`src/rtl/lct_pkg.sv`:
```
package lct_pkg;

    localparam int VEC_W        = 8;
    localparam int DIV_W        = 3;
    localparam int PSC_W        = (1 << DIV_W) - 1;
    localparam int ENT_MASK_BIT = 16;
    localparam int ENT_MODE_BIT = 17;

    typedef enum logic [1:0] {
        SEL_ENTRY = 2'd0,
        SEL_INIT  = 2'd1,
        SEL_CUR   = 2'd2,
        SEL_DIV   = 2'd3
    } reg_sel_e;

    typedef struct packed {
        logic             periodic;
        logic             masked;
        logic [VEC_W-1:0] vector;
    } entry_t;

    localparam entry_t ENTRY_RST = '{periodic: 1'b0, masked: 1'b1, vector: '0};

    // Prescaler compare mask: the low 'sh' bits set.
    function automatic logic [PSC_W-1:0] low_ones(input logic [DIV_W-1:0] sh);
        logic [PSC_W-1:0] m;
        for (int i = 0; i < PSC_W; i++) begin
            m[i] = (i < int'(sh));
        end
        return m;
    endfunction

endpackage

```
`src/rtl/lct_regs.sv`:
```
module lct_regs
    import lct_pkg::*;
#(
    parameter int DATA_W = 32
) (
    input  logic              clk,
    input  logic              rst,
    input  logic              wr_en,
    input  logic [1:0]        wr_sel,
    input  logic [DATA_W-1:0] wr_data,
    output entry_t            entry_q,
    output entry_t            entry_next,
    output logic [DATA_W-1:0] init_q,
    output logic [DIV_W-1:0]  div_q,
    output logic              load,
    output logic [DATA_W-1:0] load_val
);

    logic wr_entry, wr_div;

    always_comb begin
        wr_entry = wr_en && (reg_sel_e'(wr_sel) == SEL_ENTRY);
        wr_div   = wr_en && (reg_sel_e'(wr_sel) == SEL_DIV);
        load     = wr_en && (reg_sel_e'(wr_sel) == SEL_INIT);
        load_val = wr_data;
        entry_next = entry_q;
        if (wr_entry) begin
            entry_next.vector   = wr_data[VEC_W-1:0];
            entry_next.masked   = wr_data[ENT_MASK_BIT];
            entry_next.periodic = wr_data[ENT_MODE_BIT];
        end
    end

    always_ff @(posedge clk) begin
        if (rst) begin
            entry_q <= ENTRY_RST;
            init_q  <= '0;
            div_q   <= '0;
        end else begin
            entry_q <= entry_next;
            if (load)   init_q <= wr_data;
            if (wr_div) div_q  <= wr_data[DIV_W-1:0];
        end
    end

endmodule

```
`src/rtl/lct_prescaler.sv`:
```
module lct_prescaler
    import lct_pkg::*;
(
    input  logic             clk,
    input  logic             rst,
    input  logic             tick,
    input  logic             restart,
    input  logic [DIV_W-1:0] shift,
    output logic             ptick
);

    logic [PSC_W-1:0] phase_q;
    logic [PSC_W-1:0] cmp;

    always_comb begin
        cmp   = low_ones(shift);
        ptick = tick && !restart && ((phase_q & cmp) == cmp);
    end

    always_ff @(posedge clk) begin
        if (rst || restart) begin
            phase_q <= '0;
        end else if (tick) begin
            phase_q <= phase_q + 1'b1;
        end
    end

endmodule

```
`src/rtl/lct_counter.sv`:
```
module lct_counter #(
    parameter int DATA_W = 32
) (
    input  logic              clk,
    input  logic              rst,
    input  logic              load,
    input  logic [DATA_W-1:0] load_val,
    input  logic [DATA_W-1:0] init_q,
    input  logic              periodic,
    input  logic              ptick,
    output logic [DATA_W-1:0] cur_q,
    output logic              run_q,
    output logic              fire
);

    logic at_zero;

    always_comb begin
        at_zero = (cur_q == '0);
        fire    = ptick && run_q && !load && at_zero;
    end

    always_ff @(posedge clk) begin
        if (rst) begin
            cur_q <= '0;
            run_q <= 1'b0;
        end else if (load) begin
            cur_q <= load_val;
            run_q <= (load_val != '0);
        end else if (ptick && run_q) begin
            if (at_zero) begin
                if (periodic) cur_q <= init_q;
                else          run_q <= 1'b0;
            end else begin
                cur_q <= cur_q - 1'b1;
            end
        end
    end

endmodule

```
`src/rtl/lct_timer.sv`:
```
module lct_timer
    import lct_pkg::*;
#(
    parameter int DATA_W = 32
) (
    input  logic              clk,
    input  logic              rst,
    input  logic              tick_i,
    input  logic              wr_en_i,
    input  logic [1:0]        wr_sel_i,
    input  logic [DATA_W-1:0] wr_data_i,
    input  logic [1:0]        rd_sel_i,
    output logic [DATA_W-1:0] rd_data_o,
    output logic              irq_o,
    output logic [7:0]        irq_vec_o
);

    entry_t            entry_q, entry_next;
    logic [DATA_W-1:0] init_q, load_val, cur_q;
    logic [DIV_W-1:0]  div_q;
    logic              load, ptick, run_q, fire;
    logic              irq_q;
    logic [VEC_W-1:0]  vec_q;

    lct_regs #(.DATA_W(DATA_W)) u_regs (
        .clk        (clk),
        .rst        (rst),
        .wr_en      (wr_en_i),
        .wr_sel     (wr_sel_i),
        .wr_data    (wr_data_i),
        .entry_q    (entry_q),
        .entry_next (entry_next),
        .init_q     (init_q),
        .div_q      (div_q),
        .load       (load),
        .load_val   (load_val)
    );

    lct_prescaler u_psc (
        .clk     (clk),
        .rst     (rst),
        .tick    (tick_i),
        .restart (load),
        .shift   (div_q),
        .ptick   (ptick)
    );

    lct_counter #(.DATA_W(DATA_W)) u_cnt (
        .clk      (clk),
        .rst      (rst),
        .load     (load),
        .load_val (load_val),
        .init_q   (init_q),
        .periodic (entry_q.periodic),
        .ptick    (ptick),
        .cur_q    (cur_q),
        .run_q    (run_q),
        .fire     (fire)
    );

    always_ff @(posedge clk) begin
        if (rst) begin
            irq_q <= 1'b0;
            vec_q <= '0;
        end else begin
            irq_q <= fire && !entry_next.masked;
            if (fire) vec_q <= entry_next.vector;
        end
    end

    always_comb begin
        rd_data_o = '0;
        unique case (reg_sel_e'(rd_sel_i))
            SEL_ENTRY: begin
                rd_data_o[VEC_W-1:0]   = entry_q.vector;
                rd_data_o[ENT_MASK_BIT] = entry_q.masked;
                rd_data_o[ENT_MODE_BIT] = entry_q.periodic;
            end
            SEL_INIT: rd_data_o = init_q;
            SEL_CUR:  rd_data_o = cur_q;
            SEL_DIV:  rd_data_o[DIV_W-1:0] = div_q;
            default:  rd_data_o = '0;
        endcase
    end

    assign irq_o     = irq_q;
    assign irq_vec_o = vec_q;

endmodule

```
`config.mk`:
```
export PLATFORM = sky130hd
export DESIGN_NAME = lct_timer
export DESIGN_NICKNAME = d
export VERILOG_FILES = /design/src/rtl/lct_pkg.sv /design/src/rtl/lct_regs.sv /design/src/rtl/lct_prescaler.sv /design/src/rtl/lct_counter.sv /design/src/rtl/lct_timer.sv
export SDC_FILE = /design/constraint.sdc
export NUM_CORES = 1
export LEC_CHECK = 0
export BUFFER_PORTS_ARGS = -buffer_cell sky130_fd_sc_hd__buf_2
export CORE_MARGIN = 4
export CORE_UTILIZATION = 30
export DETAILED_ROUTE_END_ITERATION = 6
export MAX_ROUTING_LAYER = met4
export PLACE_DENSITY_LB_ADDON = 0.05
export RECOVER_POWER = 50
export SLEW_MARGIN = 10
export SYNTH_ARGS = -nofsm -noshare
export SYNTH_HDL_FRONTEND = slang
export SYNTH_SLANG_ARGS = --single-unit
```
`constraint.sdc`:
```
create_clock -name clk -period 3 [get_ports clk]
set_input_delay 0.15 -clock clk [delete_from_list [all_inputs] [get_ports clk]]
set_output_delay 0.15 -clock clk [all_outputs]
set_load 0.05 [all_outputs]
```
## After elaboration in Yosys (flattened, before gate mapping)

Index checks and enable logic that the tools add are counted.

- $add $sub $neg: 2
- Magnitude comparators: 7
- Equal/unequal tests: 8
- Multiplexer cells: 14
- Bitwise gates (word level): 1
- Reduce and logical (&&, ||, !) cells: 20

Operators with widths:

| kind | number |
|---|---|
| two-way mux 32 bit | 4 |
| logical NOT 32 bit | 1 |
| nonzero test 32 bit | 1 |
| subtractor 32 x 1 -> 32 bit, second input constant | 1 |
| one-hot mux 14 bit (2 select lines) | 1 |
| one-hot mux 8 bit (2 select lines) | 1 |
| one-hot mux 5 bit (3 select lines) | 1 |
| one-hot mux 3 bit (4 select lines) | 1 |
| logical AND 1 bit | 9 |
| < comparator 3 bit, first input constant | 3 |
| two-way mux 9 bit | 1 |
| adder 7 x 1 -> 7 bit, second input constant | 1 |
| AND 7 bit | 1 |
| == test 7 bit | 1 |
| == test 2 bit, second input constant | 3 |
| < comparator 1 x 3 -> 1 bit, first input constant | 2 |
| < comparator 2 x 3 -> 1 bit, first input constant | 2 |
| one-hot mux 2 bit (3 select lines) | 1 |
| == test 2 x 1 -> 1 bit, second input constant | 2 |
| logical NOT 2 bit | 2 |
| two-way mux 1 bit | 4 |
| nonzero test 2 bit | 2 |
| inequality test 3 x 2 -> 1 bit, second input constant | 1 |
| AND reduction 3 bit | 1 |
| 4 further kinds | 5 |

- Register bits: 94
- Input port bits: 40
- Output and inout port bits: 41
- Logic and storage cells: 62

## Logic depth before layout (Yosys ltp)

Gate-level depths: netlist (run 1).

- Word-level depth: 9
- Gate-level depth with buffers: 10
- Gate-level depth less buffers: 7

## Hierarchy

A second synthesis (run 1) with hierarchy kept.

- Cell total of the unflattened synthesis: 742
- Area, all modules: 6246.0 sq um

Modules (own cells, without submodules):

| module | times used | cells each | area an instance (sq um) | sequential area each (sq um) |
|---|---|---|---|---|
| lct_counter | 1 | 362 | 2677.6 | 660.6 |
| lct_regs | 1 | 227 | 2321.0 | 900.9 |
| lct_timer | 1 | 111 | 895.9 | 180.2 |
| lct_prescaler | 1 | 42 | 351.6 | 140.1 |

## Least setup slack after synthesis (run 1)

OpenSTA, ideal clock, no wires.

- Kind: register -> register
- Start: register u_cnt.cur_q[8]
- End: register u_cnt.cur_q[24]
- Setup time: 0.086 ns
- Data arrival time: 2.311 ns
- Data required time: 2.914 ns
- Slack: 0.603 ns
- Stages on the path, launching flop included: 11
- Path buffers: 4
- Period minus slack after synthesis: 2.397 ns
- Cell sequence: dfxtp_1 > buf_6 > or4_4 > buf_6 > or4_4 > nor4_4 > or3_1 > buf_6 > buf_8 > o21ai_2 > a221oi_2

- Word-level cells in the longest chain between the ends: 4
- Elaborated cells between the ends (all ways): 7
- Classes of those cells: 1 x add/sub; 1 x eq/ne; 3 x mux; 2 x reduce/logical

Ends and longest elaborated chain:

| element | line | source |
|---|---|---|
| start, declared | lct_counter.sv:11 | `output logic [DATA_W-1:0] cur_q,` |
| start signal, assigned | lct_counter.sv:28 | `cur_q <= load_val;` |
| start signal, assigned | lct_counter.sv:32 | `if (periodic) cur_q <= init_q;` |
| start signal, assigned | lct_counter.sv:35 | `cur_q <= cur_q - 1'b1;` |
| subtractor 32 x 1 -> 32 bit or logical NOT 32 bit (tied branches) | lct_counter.sv:35, lct_counter.sv:19 |  |
| two-way mux 32 bit | lct_counter.sv:31 | `if (at_zero) begin` |
| two-way mux 32 bit | lct_counter.sv:30 | `end else if (ptick && run_q) begin` |
| two-way mux 32 bit | lct_counter.sv:27 | `end else if (load) begin` |

Parallel ways exist; a longest one is shown, timed or not. The select of a mux whose other input is x is not followed.
A chain may end at the register's enable or synchronous reset.

## Final worst setup path (run 1)

- Start: register u_cnt.cur_q[10]
- End: register u_cnt.cur_q[2]

- Word-level cells in the longest chain between the ends: 4
- Elaborated cells between the ends (all ways): 6
- Classes of those cells: 1 x eq/ne; 3 x mux; 2 x reduce/logical

Ends and longest elaborated chain:

| element | line | source |
|---|---|---|
| logical NOT 32 bit * | lct_counter.sv:19 | `at_zero = (cur_q == '0);` |
| two-way mux 32 bit | lct_counter.sv:31 |  |
| two-way mux 32 bit | lct_counter.sv:30 |  |
| two-way mux 32 bit | lct_counter.sv:27 |  |

Mark *: on every way between the ends. The rest lies on a longest branch, timed or not. The select of a mux whose other input is x is not followed.

==> results of run 1 <==
[metal layers]
layer / up-vias / wire, um / GRT usage
met5: - / 0 / -
met4: 0 / 285 / 0.0535
met3: 21 / 1020 / 0.0363
met2: 146 / 9260 / 0.317
met1: 2609 / 9160 / 0.267
li1: 2628 / - / -
[flip-flops by register name, indices dropped and copies added (netlist names)]
| signal | flops |
|---|---|
| irq_o | 1 |
| irq_vec_o | 8 |
| u_cnt.cur_q | 32 |
| u_cnt.run_q | 1 |
| u_psc.phase_q | 7 |
| u_regs.div_q | 3 |
| u_regs.entry_q | 10 |
| u_regs.init_q | 32 |
[metrics by stage]
| step | total power, uW | utilization | setup slack (ps) | hold slack [ps] | cell area (sq um) |
|---|---|---|---|---|---|
| after global routing | 3520 | 0.363 | 50.0 | 58.8 | 6340 |
| after detailed placement | 2230 | 0.348 | 288 | 424 | 6080 |
| after CTS | 3390 | 0.364 | 266 | 35.5 | 6370 |
| after global placement | 2230 | 0.348 | 438 | 415 | 6080 |
| final | 3350 | 0.363 | 238 | 50.7 | 6340 |
| after floorplan | 1960 | - | 603 | 286 | 5410 |
[power groups by stage]
stage	clock, uW	sequential, uW	combinational [uW]
5_1_grt	1220	1380	913
2_1_floorplan	0	1370	588
4_1_cts	1180	1370	837
3_5_place_dp	0	1400	832
3_3_place_gp	0	1400	828
6_report	1140	1370	833
[cells by family (layout without fill, tap and decap cells)]
kind of cell	count (synthesis)	count (layout)
AO/OA/AOI/OAI	189	189
AND/OR/NAND/NOR	291	291
multiplexers	12	12
other	0	1
buffers and inverters	66	136
flip-flops	94	94
XOR/XNOR	24	24
adder cells (fa/ha/maj)	9	9
[critical path: cells and delay by family, from the launching register on]
family / cells / cell delay, ps
buf+inv: 1 / 360
compound gates: 2 / 440
flops: 1 / 370
simple gates: 4 / 1450
[cell usage after synthesis (2+ instances only)]
cell	instances	area [sq um]
a21oi_2	2	17.5
or4_1	6	45.0
buf_1	2	7.51
dfxtp_1	94	1880
and2_1	2	12.5
o21ai_0	10	50.1
a21oi_1	56	280
nand4_1	10	62.6
a22oi_1	22	165
o31ai_1	6	45.0
a211oi_2	4	50.1
buf_2	7	35.0
nand2_1	95	357
nor4_2	3	37.5
o22ai_1	3	18.8
nor2_1	77	289
a311oi_1	2	17.5
a211oi_1	16	120
inv_1	12	45.0
mux2i_1	12	120
xnor2_1	12	105
xor2_1	12	105
o211ai_1	7	52.6
or3_1	8	50.1
nor4_1	21	131
or4_4	3	33.8
nand2b_1	3	18.8
buf_6	3	33.8
a2bb2oi_1	2	17.5
buf_4	2	15.0
nand3_1	10	50.1
nor3_1	14	70.1
nor2b_1	23	144
or2_2	4	25.0
a222oi_1	10	100
ha_1	9	113
and3_1	4	25.0
a211o_1	15	131
a31oi_1	14	87.6
clkbuf_1	39	146
[path summary, 6_finish.rpt]
check,startpoint,end,slack (ps),cells past startpoint
max,u_cnt.cur_q[10],u_cnt.cur_q[2],240,7
min reg2reg,u_regs.init_q[31],u_regs.init_q[31],480,2
max reg2reg,u_cnt.cur_q[10],u_cnt.cur_q[2],240,7
min,wr_data_i[27],u_regs.init_q[27],50,3
[cell type report]
| class | count | share of cell area |
|---|---|---|
| multi-input cells | 525 | 0.512 |
| flip-flops and latches | 94 | 0.297 |
| repair buffers | 109 | 0.0946 |
| well taps | 225 | 0.0444 |
| clock buffers | 11 | 0.0399 |
| inverters | 12 | 0.00711 |
| clock inverters | 4 | 0.00493 |
| diodes | 1 | 0.000395 |
==> impl_metrics.ini, run 1 <==
[yosys]
ys_seq_area_frac = 0.348
synth_seq_cells = 94
synth_mux_area_frac = 0.0222
synth_flop_cell = dfxtp_1
syn_area_per_cell_sq_um = 7.89
synth_compound_area_frac = 0.248
syn-cell-area_sq_mm = 0.00541
synthXorXnorAreaFrac = 0.0389
synth-adder-area-share = 0.0208
async_flop_share = 0
syn-instance-count = 685
yosys_warnings = 0
yosys.area_share.simple = 0.267
synth_nets = 734
synthDistinctLibCells = 69
synth_edf_count = 0
synth_top_family_by_area = simple AND/OR/NAND/NOR gates

[floorplan]
io_pins = 81
design.die.area_sq_mm = 0.0202
rows = 48
start_util = 0.309
die_y_um = 142
die_x_um = 142
coreArea_sq_mm = 0.0175

[route]
wl_per_cell_um = 20.1
vias = 5404
antenna_left = 0
firstDrtPassIters = 5
routed_wl_um = 19700
drc = 0
viasPerCell = 5.51
drtIter0Drc = 403

[place]
io_buffers = 80
gp_congestion = 0.851
numPlacedInstances = 965
place_hpwl_um = 14000

[critical_path]
cp_slowest_cell = or4_4
critPathCaptureType = register
startpoint_type = register
cp.arrival_ps = 3000
cp.required_ps = 3240
cp_slowest_stage_delay_ps = 610
crit_fanout = 21
crit_chain = or4_4 > nor4_1 > nand3_2 > buf_4 > nand2_1 > o211ai_1 > a311oi_1
crit_type = reg2reg

[job]
max_cap_viol_count = 1

[finish]
multi_input_area_sq_mm = 0.00324
drive_gt1_frac = 0.180
regArea_sq_mm = 0.00188
num-nets-final = 800
final_cell_mix = nand2_1 (95), dfxtp_1 (94), nor2_1 (76)
area_growth_pct = 17.2
mostFrequentLayoutCell = nand2_1
fin_cells = 981
fill_cells = 1888

[clocking]
clock_path_buffers = 2
path_clk_slew_ps = 70
cts_buffers = 9
cts_sinks = 94
cts_hold_buf = 0
postCtsSetupBuffers = 0
cts_resized = 0
cts_tree = yes
htree_levels = 3
clk_latency_ps = 360
cts-root-buf = clkbuf_16

[power]
intPower_uw = 2220
ir_drop_mv = 0.294
powerDensity_mw_per_mm2 = 528
clockPowerShare = 0.340
p_seq_frac = 0.411
pwr-share-comb = 0.249
leakagePower_uw = 0.00232
swShare = 0.336
power.switching_uw = 1120

[outcome]
status = complete, but fails checks
violations = capacitance limit, slew limit

[sta]
setup_viol = 0
rsz0062_at_grt = no
finalSetupTns_ps = 0
finalHoldViolations = 0
fin_skew_ps = 11.3
fmax_mhz = 362
final_max_slew_viol_count = 30
worst_pin_slew_ps = 1590
finalCritPeriodShare = 0.921
fin_crit_ps = 2760
slew_headroom = -0.0577

[global_routing]
grt.overflow.total = 0
grt_antenna_before_repair = 1
grt_max_degree = 58
grt_pass1_vias = 5282
grt_pass1_wl_um = 30700
grt_usage = 0.201

[worst_hold_path]
min_path_type = in2reg
No activity file was read; power rests on OpenSTA's default activity.
==> run 2, diff against run 1 <==
--- a/config.mk
+++ b/config.mk
@@ -11,7 +11,6 @@
 export DETAILED_ROUTE_END_ITERATION = 6
 export MAX_ROUTING_LAYER = met4
 export PLACE_DENSITY_LB_ADDON = 0.05
-export RECOVER_POWER = 50
 export SLEW_MARGIN = 10
 export SYNTH_ARGS = -nofsm -noshare
 export SYNTH_HDL_FRONTEND = slang
==> run 2 against run 1 <==
Effect of this change: the flow now finishes without violations; sequential power barely moved; largest cell class unchanged; design area increased by 0.49%; global-route usage did not move.
==> impl_metrics.ini, run 2 (synthesis results as in run 1) <==
[worst_hold_path]
min_path_type = in2reg

[finish]
final_cell_area_sq_mm = 0.00637
largestRegisters = u_cnt.cur_q x32, u_regs.init_q x32, u_regs.entry_q x10
fin_cells = 981
area_growth_pct = 17.8
mostFrequentLayoutCell = nand2_1
final_cell_mix = nand2_1 (95), dfxtp_1 (94), buf_2 (80)
finish.utilization = 0.364
drive_gt1_frac = 0.203
num-nets-final = 800

[global_routing]
grt_pass1_wl_um = 30700
grt_usage = 0.201
grt_max_degree = 58
grt_antenna_before_repair = 1
grt_pass1_vias = 5282
grt.overflow.total = 0

[floorplan]
die_y_um = 142
io_pins = 81
coreArea_sq_mm = 0.0175
design.die.area_sq_mm = 0.0202
die_x_um = 142
start_util = 0.309
rows = 48

[sta]
finalSetupTns_ps = 0
finalHoldViolations = 0
fin_skew_ps = 11.7
worst_pin_slew_ps = 862
finalCritPeriodShare = 0.905
rsz0062_at_grt = no
fmax_mhz = 368
slew_headroom = 0.424
setup_viol = 0
fin_crit_ps = 2720
final_max_slew_viol_count = 0

[route]
viasPerCell = 5.53
routed-wl-met2_um = 9260
wl_per_cell_um = 20.1
drc = 0
met3_length_um = 1030
routed_wl_um = 19700
firstDrtPassIters = 5
top_layer = met4
drtIter0Drc = 395
antenna_left = 0
vias = 5424
drt-met1-wl_um = 9160

[clocking]
cts-root-buf = clkbuf_16
clk_latency_ps = 360
postCtsSetupBuffers = 0
cts_resized = 0
cts_tree = yes
htree_levels = 3
path_clk_slew_ps = 70
cts_buffers = 9
cts_sinks = 94
clock_path_buffers = 2
cts_hold_buf = 0

[critical_path]
cp.required_ps = 3260
startpoint_type = register
crit_type = reg2reg
cp.arrival_ps = 2970
crit_fanout = 21
critPathCaptureType = register

[place]
numPlacedInstances = 965
placed_area_sq_mm = 0.00608
gp_congestion = 0.851
io_buffers = 80
place_hpwl_um = 14000

[power]
powerDensity_mw_per_mm2 = 526
ir_drop_mv = 0.297
total_power_uw = 3350
leakagePower_uw = 0.00239

[outcome]
status = finished, final reports clean

[job]
max_cap_viol_count = 0
run 2: cell count changes in the layout (fill, tap and decap cells not counted):
cell / previous run / this run
buf_2: 64 / 80
clkbuf_1: 17 / 0
clkbuf_2: 3 / 0
buf_4: 24 / 28
run 2: final timing paths:
check | cells past startpoint | slack (ps) | start | end
setup reg to reg | 7 | 280 | u_cnt.cur_q[10] | u_cnt.cur_q[2]
hold / removal | 3 | 50 | wr_data_i[27] | u_regs.init_q[27]
setup / recovery | 7 | 280 | u_cnt.cur_q[10] | u_cnt.cur_q[2]
hold reg to reg | 2 | 480 | u_regs.init_q[31] | u_regs.init_q[31]
run 2: power breakdown:
part	total (uW)	internal, uW	leakage [uW]	switching [uW]
Combinational	834	314	0.00148	520
Sequential	1370	1300	0.000765	73.6
Clock	1140	608	0.000142	535
Total	3350	2220	0.00239	1130
run 2: layout make-up:
class	instances	area, sq um
clock inverter	4	31.3
timing repair buffer	109	631
tap	225	282
fill	1884	11100
clock buffer	11	253
multi-input combinational	525	3240
inverter	12	45.0
antenna	1	2.50
sequential	94	1880
run 2: critical path: stages, from the launching register on:
cell and delay, ps:
dfxtp_1 370, or4_4 610, nor4_1 350, nand3_2 410, buf_4 360, nand2_1 80
o211ai_1 80, a311oi_1 340
run 2: per-layer routing:
metal / GRT usage / vias up
met2: 0.317 / 148
li1: - / 2632
met5: - / -
met3: 0.0363 / 19
met1: 0.267 / 2625
met4: 0.0535 / 0
run 2: metrics by stage:
stage	worst slack (ps)	hold slack, ps
floorplan	603	286
global placement	438	415
detailed placement	288	424
CTS	266	35.5
global route	97.0	58.8
finish	285	47.5
==> run 3, diff against run 2 <==
--- a/config.mk
+++ b/config.mk
@@ -5,6 +5,7 @@
 export SDC_FILE = /design/constraint.sdc
 export NUM_CORES = 1
 export LEC_CHECK = 0
+export ABC_AREA = 1
 export BUFFER_PORTS_ARGS = -buffer_cell sky130_fd_sc_hd__buf_2
 export CORE_MARGIN = 4
 export CORE_UTILIZATION = 30
==> run 3 against run 2 <==
Effect of this change: largest cell class unchanged; critical path depth up 4; critical endpoint is now u_cnt.cur_q[5]; wire length grew 7.4%; fmax rose by 21%.
==> impl_metrics.ini, run 3 <==
[power]
pwr-share-comb = 0.260
power.switching_uw = 1280
leakagePower_uw = 0.00309
powerDensity_mw_per_mm2 = 543
swShare = 0.354
ir_drop_mv = 0.334
clockPowerShare = 0.359
p_seq_frac = 0.381
intPower_uw = 2330

[worst_hold_path]
min_path_type = in2reg
min_path_cells = 3
hp-start = wr_data_i[31]
holdPathEnd = u_regs.init_q[31]

[outcome]
status = finished, final reports clean

[sta]
fin_crit_ps = 2240
final_max_slew_viol_count = 0
setup_viol = 0
fin_skew_ps = 9.76
finalHoldViolations = 0
fmax_mhz = 446
finalSetupTns_ps = 0
finalCritPeriodShare = 0.747
worst_pin_slew_ps = 1050
slew_headroom = 0.297
rsz0062_at_grt = no

[route]
viasPerCell = 4.92
antenna_left = 0
drt-met1-wl_um = 10500
routed_wl_um = 21200
drtIter0Drc = 441
vias = 6014
met3_length_um = 969
top_layer = met4
routed-wl-met2_um = 9240
wl_per_cell_um = 17.3
firstDrtPassIters = 5
drc = 0

[yosys]
synthDistinctLibCells = 42
yosysMostFrequentCell = nand2_1
syn-cell-area_sq_mm = 0.00571
synth_area_leader_cell = dfxtp_1
async_flop_share = 0
synthTopCellsByCount = nand2_1 (244), nor2_1 (131), inv_1 (102)
yosys_warnings = 0
synth_flop_cell = dfxtp_1
synth.area.top_cells = dfxtp_1 (33%), nand2_1 (16%), nor2_1 (8.6%)
syn_area_per_cell_sq_um = 6.22
syn-instance-count = 917
synth_seq_cells = 94
ys_seq_area_frac = 0.330
synth_top_area_share = 0.330
synth_edf_count = 0
synth_nets = 966

[critical_path]
r2r_setup_slack_ps = 760
critical_path.startpoint = u_cnt.cur_q[11]
startpoint_type = register
cp_slowest_stage_delay_ps = 360
cp_slowest_cell = dfxtp_1
reg2reg_from = u_cnt.cur_q[11]
critPathCaptureType = register
cp.arrival_ps = 2480
crit_chain = nor2_1 > nand2_1 > nor2_4 > nand2_4 > nor2_4 > nand2_1 > nand2_1 > nand2_1 > buf_4 > o21ai_0 > a21oi_1
ff2ff_path_depth = 11
crit_type = reg2reg
cp.required_ps = 3240
cpMostUsedCell = nand2_1
rr_endpoint = u_cnt.cur_q[5]
crit_fanout = 16

[global_routing]
grt.overflow.total = 0
grt_antenna_before_repair = 1
grt_pass1_wl_um = 34000
grt_pass1_vias = 6035
grt_usage = 0.206
grt_max_degree = 56

[finish]
largestRegisters = u_cnt.cur_q x32, u_regs.init_q x32, u_regs.entry_q x10
final_cell_mix = nand2_1 (244), nor2_1 (131), inv_1 (102)
final_cell_area_sq_mm = 0.00664
mostFrequentLayoutCell = nand2_1
drive_gt1_frac = 0.132
area_growth_pct = 16.3
num-nets-final = 1031
finish.utilization = 0.355

[clocking]
cts_sinks = 94
clock_path_buffers = 2
clk_latency_ps = 350
cts_hold_buf = 0
cts_tree = yes
cts_resized = 0
cts_buffers = 9
postCtsSetupBuffers = 0
htree_levels = 3
path_clk_slew_ps = 80
cts-root-buf = clkbuf_16

[place]
place_hpwl_um = 15600
placed_area_sq_mm = 0.00631
gp_congestion = 0.859
io_buffers = 80

[floorplan]
coreArea_sq_mm = 0.0187
die_y_um = 146
rows = 50
design.die.area_sq_mm = 0.0213
start_util = 0.305
io_pins = 81
die_x_um = 146

[job]
max_cap_viol_count = 0
run 3: stage by stage:
step                total power, uW  setup WS (ps)  hold WS [ps]  cells
floorplan                      2040           1230           289    917
detailed placement             2340            769           437   1205
CTS                            3640            756          63.6   1221
finish                         3610            759          70.3   1222
global route                   3830            391          97.2   1222
global placement               2340            817           430   1205
run 3: layout make-up:
| cell class | instances | area, sq um |
|---|---|---|
| Antenna cell | 1 | 2.50 |
| Clock buffer | 10 | 229 |
| Clock inverter | 6 | 93.8 |
| Fill cell | 2127 | 12100 |
| Inverter | 105 | 399 |
| Multi-Input combinational cell | 678 | 3230 |
| Sequential cell | 94 | 1880 |
| Tap cell | 234 | 293 |
| Timing Repair Buffer | 94 | 505 |
run 3: logic make-up (layout without fill, tap and decap cells):
family | count (synthesis) | count (layout) | share of synthesized area
simple gates | 461 | 461 | 0.337
compound gates | 193 | 193 | 0.186
buf+inv | 145 | 215 | 0.104
flops | 94 | 94 | 0.330
xor+xnor | 11 | 11 | 0.0169
fa+ha+maj | 9 | 9 | 0.0197
mux | 4 | 4 | 0.00701
other cells | 0 | 1 | 0
run 3: worst max path at each step:
stage,to,slack [ps],cells after the start
after global routing,u_cnt.cur_q[6],390,13
after floorplan,rd_data_o[2],1230,6
final,u_cnt.cur_q[5],760,11
after detailed placement,u_cnt.cur_q[14],770,11
after CTS,u_cnt.cur_q[14],760,11
after global placement,u_cnt.cur_q[2],820,11
run 3: layer usage:
metal | global-route usage | vias up
met5 | - | -
met4 | 0.0589 | 0
met3 | 0.0367 | 24
met2 | 0.310 | 147
met1 | 0.284 | 2748
li1 | - | 3095
run 3: critical path: cells and delay by family, from the launching register on:
family / cells / cell delay [ps]
AND/OR/NAND/NOR: 8 / 1190
AO/OA/AOI/OAI: 2 / 230
buffers and inverters: 1 / 330
flip-flops: 1 / 360
run 3: power by group through the flow:
stage / combinational (uW) / clock (uW) / sequential [uW]
after global placement: 942 / 0 / 1400
after floorplan: 663 / 0 / 1380
final: 937 / 1300 / 1370
after detailed placement: 935 / 0 / 1400
after global routing: 1070 / 1380 / 1380
after CTS: 942 / 1330 / 1370
